`src/rtl/rxd_pkg.sv`:
```
package rxd_pkg;
  typedef enum logic [1:0] {ST_SEARCH, ST_LEN, ST_DATA, ST_HOLD} rx_state_e;

  localparam logic [7:0]  PRE_BYTE  = 8'h00;
  localparam logic [7:0]  SFD_BYTE  = 8'hA7;
  localparam int          PRE_COUNT = 4;
  localparam int          LEN_MIN   = 2;
  localparam int          LEN_MAX   = 127;
  localparam logic [15:0] CRC_POLY  = 16'h8408;

  function automatic logic [15:0] crc16_byte(input logic [15:0] crc, input logic [7:0] b);
    logic [15:0] c;
    c = crc;
    for (int i = 0; i < 8; i++) begin
      if (c[0] ^ b[i]) c = (c >> 1) ^ CRC_POLY;
      else             c = c >> 1;
    end
    return c;
  endfunction
endpackage

```
`src/rtl/rxd_hdr_fsm.sv`:
```
module rxd_hdr_fsm import rxd_pkg::*; #(
  parameter int LEN_W = 7,
  parameter int IDX_W = 7
) (
  input  logic             clk_i,
  input  logic             rst_ni,
  input  logic             byte_valid_i,
  input  logic [7:0]       byte_i,
  input  logic             irq_clear_i,
  input  logic             crc_zero_i,
  output logic             data_we_o,
  output logic [IDX_W-1:0] data_idx_o,
  output logic             crc_clr_o,
  output logic             irq_o,
  output logic [LEN_W-1:0] frame_len_o,
  output logic             crc_ok_o
);
  localparam int PCNT_W = $clog2(PRE_COUNT + 1);

  rx_state_e         state_q;
  logic [PCNT_W-1:0] pcnt_q;
  logic [LEN_W-1:0]  remain_q;
  logic [IDX_W-1:0]  idx_q;
  logic [LEN_W-1:0]  len_q;
  logic              ok_q;
  logic              len_ok;
  logic              last_byte;

  assign len_ok    = (byte_i >= 8'(LEN_MIN)) && (byte_i <= 8'(LEN_MAX));
  assign data_we_o = (state_q == ST_DATA) && byte_valid_i;
  assign last_byte = data_we_o && (remain_q == LEN_W'(1));
  assign crc_clr_o = (state_q == ST_LEN) && byte_valid_i;
  assign data_idx_o  = idx_q;
  assign irq_o       = (state_q == ST_HOLD);
  assign frame_len_o = len_q;
  assign crc_ok_o    = ok_q;

  always_ff @(posedge clk_i or negedge rst_ni) begin
    if (!rst_ni) begin
      state_q  <= ST_SEARCH;
      pcnt_q   <= '0;
      remain_q <= '0;
      idx_q    <= '0;
      len_q    <= '0;
      ok_q     <= 1'b0;
    end else begin
      case (state_q)
        ST_SEARCH: if (byte_valid_i) begin
          if (byte_i == PRE_BYTE) begin
            if (pcnt_q != PCNT_W'(PRE_COUNT)) pcnt_q <= pcnt_q + 1'b1;
          end else if (byte_i == SFD_BYTE && pcnt_q == PCNT_W'(PRE_COUNT)) begin
            state_q <= ST_LEN;
            pcnt_q  <= '0;
          end else begin
            pcnt_q <= '0;
          end
        end
        ST_LEN: if (byte_valid_i) begin
          if (len_ok) begin
            state_q  <= ST_DATA;
            remain_q <= byte_i[LEN_W-1:0];
            len_q    <= byte_i[LEN_W-1:0];
            idx_q    <= '0;
          end else begin
            state_q <= ST_SEARCH;
          end
        end
        ST_DATA: if (byte_valid_i) begin
          idx_q    <= idx_q + 1'b1;
          remain_q <= remain_q - 1'b1;
          if (last_byte) begin
            state_q <= ST_HOLD;
            ok_q    <= crc_zero_i;
          end
        end
        ST_HOLD: if (irq_clear_i) begin
          state_q <= ST_SEARCH;
          pcnt_q  <= '0;
        end
        default: state_q <= ST_SEARCH;
      endcase
    end
  end

  // only legal lengths reach the host
  p_len_legal_r3: assert property (@(posedge clk_i) disable iff (!rst_ni)
    irq_o |-> (frame_len_o >= LEN_W'(LEN_MIN)) && (frame_len_o <= LEN_W'(LEN_MAX)));
  // byte count at completion matches the length byte
  p_idx_count_r6: assert property (@(posedge clk_i) disable iff (!rst_ni)
    $rose(irq_o) |-> idx_q == IDX_W'(frame_len_o));
  // pending interrupt survives until cleared
  p_irq_sticky_r8: assert property (@(posedge clk_i) disable iff (!rst_ni)
    irq_o && !irq_clear_i |=> irq_o);
  p_clear_drops_r8: assert property (@(posedge clk_i) disable iff (!rst_ni)
    irq_o && irq_clear_i |=> !irq_o);
endmodule

```
`src/rtl/rxd_crc16.sv`:
```
module rxd_crc16 import rxd_pkg::*; (
  input  logic        clk_i,
  input  logic        rst_ni,
  input  logic        clr_i,
  input  logic        en_i,
  input  logic [7:0]  byte_i,
  output logic [15:0] crc_o,
  output logic        next_zero_o
);
  logic [15:0] crc_q;
  logic [15:0] crc_d;

  assign crc_d       = crc16_byte(crc_q, byte_i);
  assign next_zero_o = (crc_d == 16'h0000);
  assign crc_o       = crc_q;

  always_ff @(posedge clk_i or negedge rst_ni) begin
    if (!rst_ni)    crc_q <= '0;
    else if (clr_i) crc_q <= '0;
    else if (en_i)  crc_q <= crc_d;
  end
endmodule

```
`src/rtl/rxd_pack_buf.sv`:
```
module rxd_pack_buf #(
  parameter int DEPTH  = 64,
  parameter int WORD_W = 16,
  parameter int ADDR_W = $clog2(DEPTH),
  parameter int LANE_W = $clog2(WORD_W / 8),
  parameter int IDX_W  = ADDR_W + LANE_W
) (
  input  logic              clk_i,
  input  logic              we_i,
  input  logic [IDX_W-1:0]  idx_i,
  input  logic [7:0]        byte_i,
  input  logic [ADDR_W-1:0] rd_addr_i,
  output logic [WORD_W-1:0] rd_data_o
);
  localparam int LANES = WORD_W / 8;

  logic [ADDR_W-1:0] wr_addr;
  logic [LANE_W-1:0] wr_pos;

  assign wr_addr = idx_i[IDX_W-1:LANE_W];
  assign wr_pos  = idx_i[LANE_W-1:0];

  for (genvar l = 0; l < LANES; l++) begin : g_lane
    logic [7:0] mem_q [DEPTH];
    logic [7:0] rd_q;
    // first byte of a word lands in the most significant lane
    always_ff @(posedge clk_i) begin
      if (we_i && wr_pos == LANE_W'(LANES - 1 - l)) mem_q[wr_addr] <= byte_i;
      rd_q <= mem_q[rd_addr_i];
    end
    assign rd_data_o[l*8 +: 8] = rd_q;
  end
endmodule

```
`src/rtl/rxd_deframer.sv`:
```
module rxd_deframer import rxd_pkg::*; #(
  parameter int DEPTH  = 64,
  parameter int WORD_W = 16,
  parameter int LEN_W  = 7,
  localparam int ADDR_W = $clog2(DEPTH),
  localparam int LANE_W = $clog2(WORD_W / 8),
  localparam int IDX_W  = ADDR_W + LANE_W
) (
  input  logic              clk_i,
  input  logic              rst_ni,
  input  logic              byte_valid_i,
  input  logic [7:0]        byte_i,
  input  logic              irq_clear_i,
  input  logic [ADDR_W-1:0] rd_addr_i,
  output logic              irq_o,
  output logic [LEN_W-1:0]  frame_len_o,
  output logic              crc_ok_o,
  output logic [WORD_W-1:0] rd_data_o
);
  logic             data_we;
  logic [IDX_W-1:0] data_idx;
  logic             crc_clr;
  logic             crc_zero;
  logic [15:0]      crc_val;

  rxd_hdr_fsm #(.LEN_W(LEN_W), .IDX_W(IDX_W)) u_fsm (
    .clk_i, .rst_ni, .byte_valid_i, .byte_i, .irq_clear_i,
    .crc_zero_i (crc_zero),
    .data_we_o  (data_we),
    .data_idx_o (data_idx),
    .crc_clr_o  (crc_clr),
    .irq_o, .frame_len_o, .crc_ok_o
  );

  rxd_crc16 u_crc (
    .clk_i, .rst_ni,
    .clr_i       (crc_clr),
    .en_i        (data_we),
    .byte_i,
    .crc_o       (crc_val),
    .next_zero_o (crc_zero)
  );

  rxd_pack_buf #(.DEPTH(DEPTH), .WORD_W(WORD_W)) u_buf (
    .clk_i,
    .we_i      (data_we),
    .idx_i     (data_idx),
    .byte_i,
    .rd_addr_i,
    .rd_data_o
  );

  // reported flag agrees with the remainder held by the CRC engine
  p_crc_flag_r5: assert property (@(posedge clk_i) disable iff (!rst_ni)
    $rose(irq_o) |-> crc_ok_o == (crc_val == 16'h0000));
  // pending frame is frozen
  p_hold_frozen_r7: assert property (@(posedge clk_i) disable iff (!rst_ni)
    irq_o && $past(irq_o) |-> $stable(frame_len_o) && $stable(crc_ok_o));
  p_hold_no_write_r7: assert property (@(posedge clk_i) disable iff (!rst_ni)
    irq_o |-> !data_we);
endmodule

```
`config.mk`:
```
export PLATFORM = sky130hd
export DESIGN_NAME = rxd_deframer
export DESIGN_NICKNAME = d
export VERILOG_FILES = /design/src/rtl/rxd_pkg.sv /design/src/rtl/rxd_hdr_fsm.sv /design/src/rtl/rxd_crc16.sv /design/src/rtl/rxd_pack_buf.sv /design/src/rtl/rxd_deframer.sv
export SDC_FILE = /design/constraint.sdc
export NUM_CORES = 1
export LEC_CHECK = 0
export BUFFER_PORTS_ARGS = -buffer_cell sky130_fd_sc_hd__clkbuf_2
export CAP_MARGIN = 20
export CELL_PAD_IN_SITES_DETAIL_PLACEMENT = 1
export CELL_PAD_IN_SITES_GLOBAL_PLACEMENT = 2
export CORE_ASPECT_RATIO = 1.2
export CORE_MARGIN = 2
export CORE_UTILIZATION = 53
export CTS_CLUSTER_DIAMETER = 120
export CTS_CLUSTER_SIZE = 24
export DETAILED_ROUTE_END_ITERATION = 7
export HOLD_SLACK_MARGIN = 0.15
export MAX_ROUTING_LAYER = met4
export PLACE_DENSITY = 0.95
export SLEW_MARGIN = 20
export SYNTH_ARGS = -nofsm -noshare
export SYNTH_HDL_FRONTEND = slang
export SYNTH_SLANG_ARGS = --single-unit
```
`constraint.sdc`:
```
create_clock -name clk_i -period 6.4 [get_ports clk_i]
set_input_delay 0.96 -clock clk_i [delete_from_list [all_inputs] [get_ports clk_i]]
set_output_delay 0.96 -clock clk_i [all_outputs]
set_load 0.005 [all_outputs]
```
# ---- Yosys cells after proc, flatten, opt, wreduce, memory -nomap -nowiden
# Memories as Yosys holds them, arrays and structs flattened. A register that Yosys moved wholly into a read port is not among the register bits.
# Index checks and enable logic that the tools add are counted.
dict set report word_totals {
  ramBits 1024
  regBits 43
  mem_count 2
  in_bits 18
  out_inout_bits 25
  word_cells 101
}
dict set report op_classes {
  n_eq_ne 16
  add_sub_neg 3
  n_reduce_logical 18
  bitwise_logic 17
  n_lt_le_gt_ge 2
  muxes 36
}
# memory depth width read_ports rd_clocked_by_memory_dff write_ports line
set mem_list {}
lappend mem_list {{u_buf.g_lane[0].mem_q} 64 8 1 1 1 rxd_pack_buf.sv:24} ;# logic [7:0] mem_q [DEPTH];
lappend mem_list {{u_buf.g_lane[1].mem_q} 64 8 1 1 1 rxd_pack_buf.sv:24}
# operator count
set op_table {}
lappend op_table {{2-to-1 mux 16 bit} 10}
lappend op_table {{2-to-1 mux 7 bit} 6}
lappend op_table {{case mux 7 bit (2 select lines)} 2}
lappend op_table {{NOT 2 -> 3 bit} 8}
lappend op_table {{zero test 16 bit} 1}
lappend op_table {{2-to-1 mux 2 bit} 8}
lappend op_table {{2-to-1 mux 3 bit} 4}
lappend op_table {{!= test 2 bit, second input constant} 5}
lappend op_table {{== test 8 bit, second input constant} 1}
lappend op_table {{greater-or-equal comparator 8 x 2 -> 1 bit, second input constant} 1}
lappend op_table {{<= comparator 8 x 7 -> 1 bit, second input constant} 1}
lappend op_table {{zero test 8 bit} 1}
lappend op_table {{case mux 2 bit (4 select lines)} 1}
lappend op_table {{AND reduction 4 bit} 2}
lappend op_table {{bitwise XOR 1 bit} 8}
lappend op_table {{adder 7 x 1 -> 7 bit, second input constant} 1}
lappend op_table {{== test 7 x 1 -> 1 bit, second input constant} 1}
lappend op_table {{logical AND 1 bit} 7}
lappend op_table {{AND reduction 7 bit} 1}
lappend op_table {{subtractor 7 x 1 -> 7 bit, second input constant} 1}
lappend op_table {{!= test 2 x 1 -> 1 bit, second input constant} 3}
lappend op_table {{!= test 3 bit, second input constant} 2}
lappend op_table {{case mux 3 bit (2 select lines)} 1}
lappend op_table {{AND reduction 3 bit} 2}
lappend op_table {{8 further kinds} 14}

# ---- Logic depth before layout (Yosys ltp)
dict set report depth {
  word_depth 18
  mapped_depth 9
  mapped_depth_nobuf 7
}

# ---- Modules after synthesis
# From an unflattened synthesis, not the netlist that was laid out.
dict set report unflattened {
  cells_unflattened 2088
  hier_area_um2 42554.6
}
# module cells_each seq_area_each_um2 area_each_um2 n_inst
set modules_own_cells {}
lappend modules_own_cells {rxd_pack_buf 1844 31069.8 40117.2 1}
lappend modules_own_cells {rxd_hdr_fsm 153 675.6 1475.2 1}
lappend modules_own_cells {rxd_crc16 91 400.4 962.2 1}

# ---- Least setup slack after synthesis
# No wires, ideal clock.
dict set report synth_timing {
  path_kind {input to register}
  startpoint {input byte_valid_i}
  endpoint {memory u_buf.g_lane[0].mem_q[43][0] (enable)}
  arrival_ps 2350
  setup_time_ps 370
  path_slack_ps 3679
  path_stages 6
  cell_sequence {clkbuf_2 > nand2_1 > clkbuf_1 > or3_1 > clkbuf_1 > nor2_1}
}
dict set report synth_between {
  elab_chain_cells 4
}
# item line
set synth_lines {}
lappend synth_lines {{start: declaration} rxd_deframer.sv:11} ;# input logic byte_valid_i,
lappend synth_lines {{logical AND 1 bit} rxd_hdr_fsm.sv:30} ;# assign data_we_o = (state_q == ST_DATA) && byte_valid_i;
lappend synth_lines {{logical AND 1 bit} rxd_pack_buf.sv:28} ;# if (we_i && wr_pos == LANE_W'(LANES - 1 - l)) mem_q[wr_addr] <= byte_i;
lappend synth_lines {{2-to-1 mux 1 bit} rxd_pack_buf.sv:28}
lappend synth_lines {{2-to-1 mux 1 bit (implied by the code)} rxd_pack_buf.sv:28}
lappend synth_lines {{end: declaration} rxd_pack_buf.sv:24}
# Every way passes these cells.

# ---- Worst setup path in the final report
dict set report layout_timing {
  startpoint {register u_fsm.state_q[0]}
  endpoint {memory u_buf.g_lane[0].mem_q[20][0] (enable)}
}
dict set report layout_between {
  elab_chain_cells 5
}
# item line
set layout_lines {}
lappend layout_lines {{start: declaration} rxd_hdr_fsm.sv:20} ;# rx_state_e state_q;
lappend layout_lines {{start signal: assignment} rxd_hdr_fsm.sv:40} ;# state_q <= ST_SEARCH;
lappend layout_lines {{start signal: assignment} rxd_hdr_fsm.sv:52} ;# state_q <= ST_LEN;
lappend layout_lines {{start signal: assignment} rxd_hdr_fsm.sv:60} ;# state_q <= ST_DATA;
lappend layout_lines {{== test 2 bit} rxd_hdr_fsm.sv:30}
lappend layout_lines {{logical AND 1 bit} rxd_hdr_fsm.sv:30}
lappend layout_lines {{logical AND 1 bit} rxd_pack_buf.sv:28}
lappend layout_lines {{2-to-1 mux 1 bit} rxd_pack_buf.sv:28}
lappend layout_lines {{2-to-1 mux 1 bit (implied by the code)} rxd_pack_buf.sv:28}
# Every way passes these cells.

==> results.toml <==
[sta]
timing.fmax_mhz = 256
hold_viol = 0
finalCritPeriodShare_pct = 61.1
slew_headroom_pct = 26.5
rsz0062_at_grt = "false"
drv_slew = 0
setup_viol = 0
fin_ws_ps = 2490
worst_pin_slew_ps = 1100
setup_tns_ps = 0
clock_skew_ps = 43.6
layout_min_cycle_time_ps = 3910

[clocking]
tritoncts = "yes"
cts_resized = 0
insertion_delay_ps = 670
root_buffer = "clkbuf_16"
postCtsSetupRepairBufs = 0
numCtsBuffers = 51
clock_sinks = 1083
holdBufCountCts = 0
clockBufferDepth = 3
cts.htree.levels = 2
path_clk_slew_ps = 100

[detailed_routing]
first_iter_violations = 2865
via_per_inst = 6.67
dr.pass1.iters = 5
ant_nets = 0
wl_per_cell_um = 32.8
wl_um = 107000
drc_errors = 0
vias = 21700

[floorplan]
fp-row-count = 114
die_w_um = 264
coreArea_sq_um = 80300
dieHeight_um = 315
die_area_sq_um = 83200
start_util_pct = 53.4
io_pins = 43

[synth]
netlist_area_sq_um = 42900
synthCells = 2191
yosysSeqAreaShare_pct = 75.0
ys_ff_latch = 1083
synth_flop_cell = "edfxtp_1"
synth_edf_count = 1024
yosys_warnings = 0
synth_cell_types = 64
avgSynthCellArea_sq_um = 19.6
async_flop_share_pct = 3.97
synth_nets = 2219

[setup_path]
cp_max_fo = 18
cp.arrival_ps = 4190
cp_data_required_time_ps = 6680
critPathKind = "flip-flop to flip-flop"
cp-start-kind = "flip-flop"
setup.worst_path.end_class = "flip-flop"

[grt]
grt-ovfl-total = 0
grtUsageTotal_pct = 26.8
grt_pass1_wl_um = 158000
grt_max_degree = 105
grt_antenna_before_repair = 0
grt_pass1_vias = 22800

[power]
p_leak_nw = 14.0
power.density_nw_per_um2 = 284
vdd_drop_max_v = 0.000259

[run]
maxCapViolations = 0

[layout]
num_antenna_cells = 0
fillers = 6878
area_growth_pct = 5.75
multi_input_area_sq_um = 9850
regArea_sq_um = 32100
final_common_cell = "edfxtp_1"
fin_nets = 2206
layout-drive-gt1-share_pct = 18.9
final_cell_mix = "edfxtp_1, mux4_2, nor2_1, mux2_2, mux2i_1"

[placed_design]
hpwl_um = 67200
pre_cts_ws_ps = 2090
gp_congestion = 0.884
numPortBuffers = 42

[outcome]
outcome = "finished, final reports clean"

[min_path]
hold_path.class = "primary input to asynchronous set/reset pin"
[registers in the layout (all words and copies together) (netlist names), named ones only]
register and count:
u_fsm.remain_q 7, u_fsm.pcnt_q 3, u_buf.g_lane.rd_q 16, u_crc.crc_o 16
u_fsm.crc_ok_o 1, u_fsm.frame_len_o 7, u_buf.g_lane.mem_q 1024, u_fsm.data_idx_o 7
u_fsm.state_q 1
[metrics by stage]
stage / area (sq um) / hold WS (ps) / power [W] / instances / utilization [%]
3_5_place_dp: 43900 / 500 / 0.00934 / 3169 / 54.6
5_1_grt: 45300 / 416 / 0.0132 / 3260 / 56.4
6_report: 45300 / 384 / 0.0128 / 3260 / 56.4
2_1_floorplan: 42900 / 469 / 0.00883 / 2191 / -
4_1_cts: 45300 / 379 / 0.0129 / 3260 / 56.4
3_3_place_gp: 43900 / 485 / 0.00927 / 3169 / 54.6
[final timing paths]
kind / slack, ps / start / cells past startpoint / endpoint
setup / recovery: 2490 / u_fsm.state_q[0] / 6 / u_buf.g_lane[0].mem_q[20][0]
hold / removal: 380 / rst_ni / 2 / u_fsm.frame_len_o[5]
setup reg to reg: 2490 / u_fsm.state_q[0] / 6 / u_buf.g_lane[0].mem_q[20][0]
hold reg to reg: 520 / u_fsm.frame_len_o[3] / 1 / u_fsm.frame_len_o[3]
max in group asynchronous: 5560 / rst_ni / 2 / u_fsm.state_q[0]
min in group clk_i: 520 / u_fsm.frame_len_o[3] / 1 / u_fsm.frame_len_o[3]
[cell type report]
class,count,share of cell area (%)
inverter,13,0.108
clock inverter,2,0.0856
tap,1044,2.88
timing repair buffer,70,1.12
multi-input combinational,959,21.7
sequential,1083,70.9
clock buffer,89,3.13
[kinds of logic after synthesis]
group / share of synthesized area [%]
fa+ha+maj: 0.292
buf+inv: 2.00
simple gates: 3.33
compound gates: 3.74
flops: 75.0
mux: 15.0
xor+xnor: 0.593
[power by group]
part	internal [W]	leakage, nW	total, W	switching, W
clock	0.00153	0.689	0.00365	0.00212
sequential	0.00785	9.89	0.00798	0.000127
combinational	0.000429	3.44	0.00122	0.000792
total	0.00981	14.0	0.0128	0.00304
[cell usage after synthesis, types with 12 or more instances]
library cell     n  area share (%)
edfxtp_1      1024              72
mux4_2         197              10
dfrtp_1         43             2.5
o21ai_0         36            0.42
o22ai_1         42            0.61
a31oi_1         12            0.18
mux2i_1         77             1.8
buf_4           27            0.47
clkbuf_1        46            0.40
or3_1           14            0.20
mux2_2          84             2.2
nor4_1          16            0.23
xnor2_1         22            0.45
a221oi_1        12            0.25
a21oi_1         27            0.32
a311oi_1        12            0.25
inv_1           12            0.11
buf_2           38            0.44
a211oi_1        50            0.88
nor2_1         158             1.4
nand2_1         68            0.60
dfxtp_1         16            0.75
a22oi_1         12            0.21
[worst max-delay path, cell delays in order (launching register included)]
cell and delay [ps]:
dfrtp_1 430, inv_1 150, ha_1 570, nand2_1 560
nor2_1 290, nand3_1 590, nor2_1 960
[routing by layer]
layer,wire length [um],up-vias,global-route usage [%]
li1,-,8851,-
met1,40200,11500,34.2
met2,54400,1186,44.6
met3,8120,232,3.59
met4,4320,0,9.69
met5,0,-,-
No activity file was read; power rests on OpenSTA's default activity.
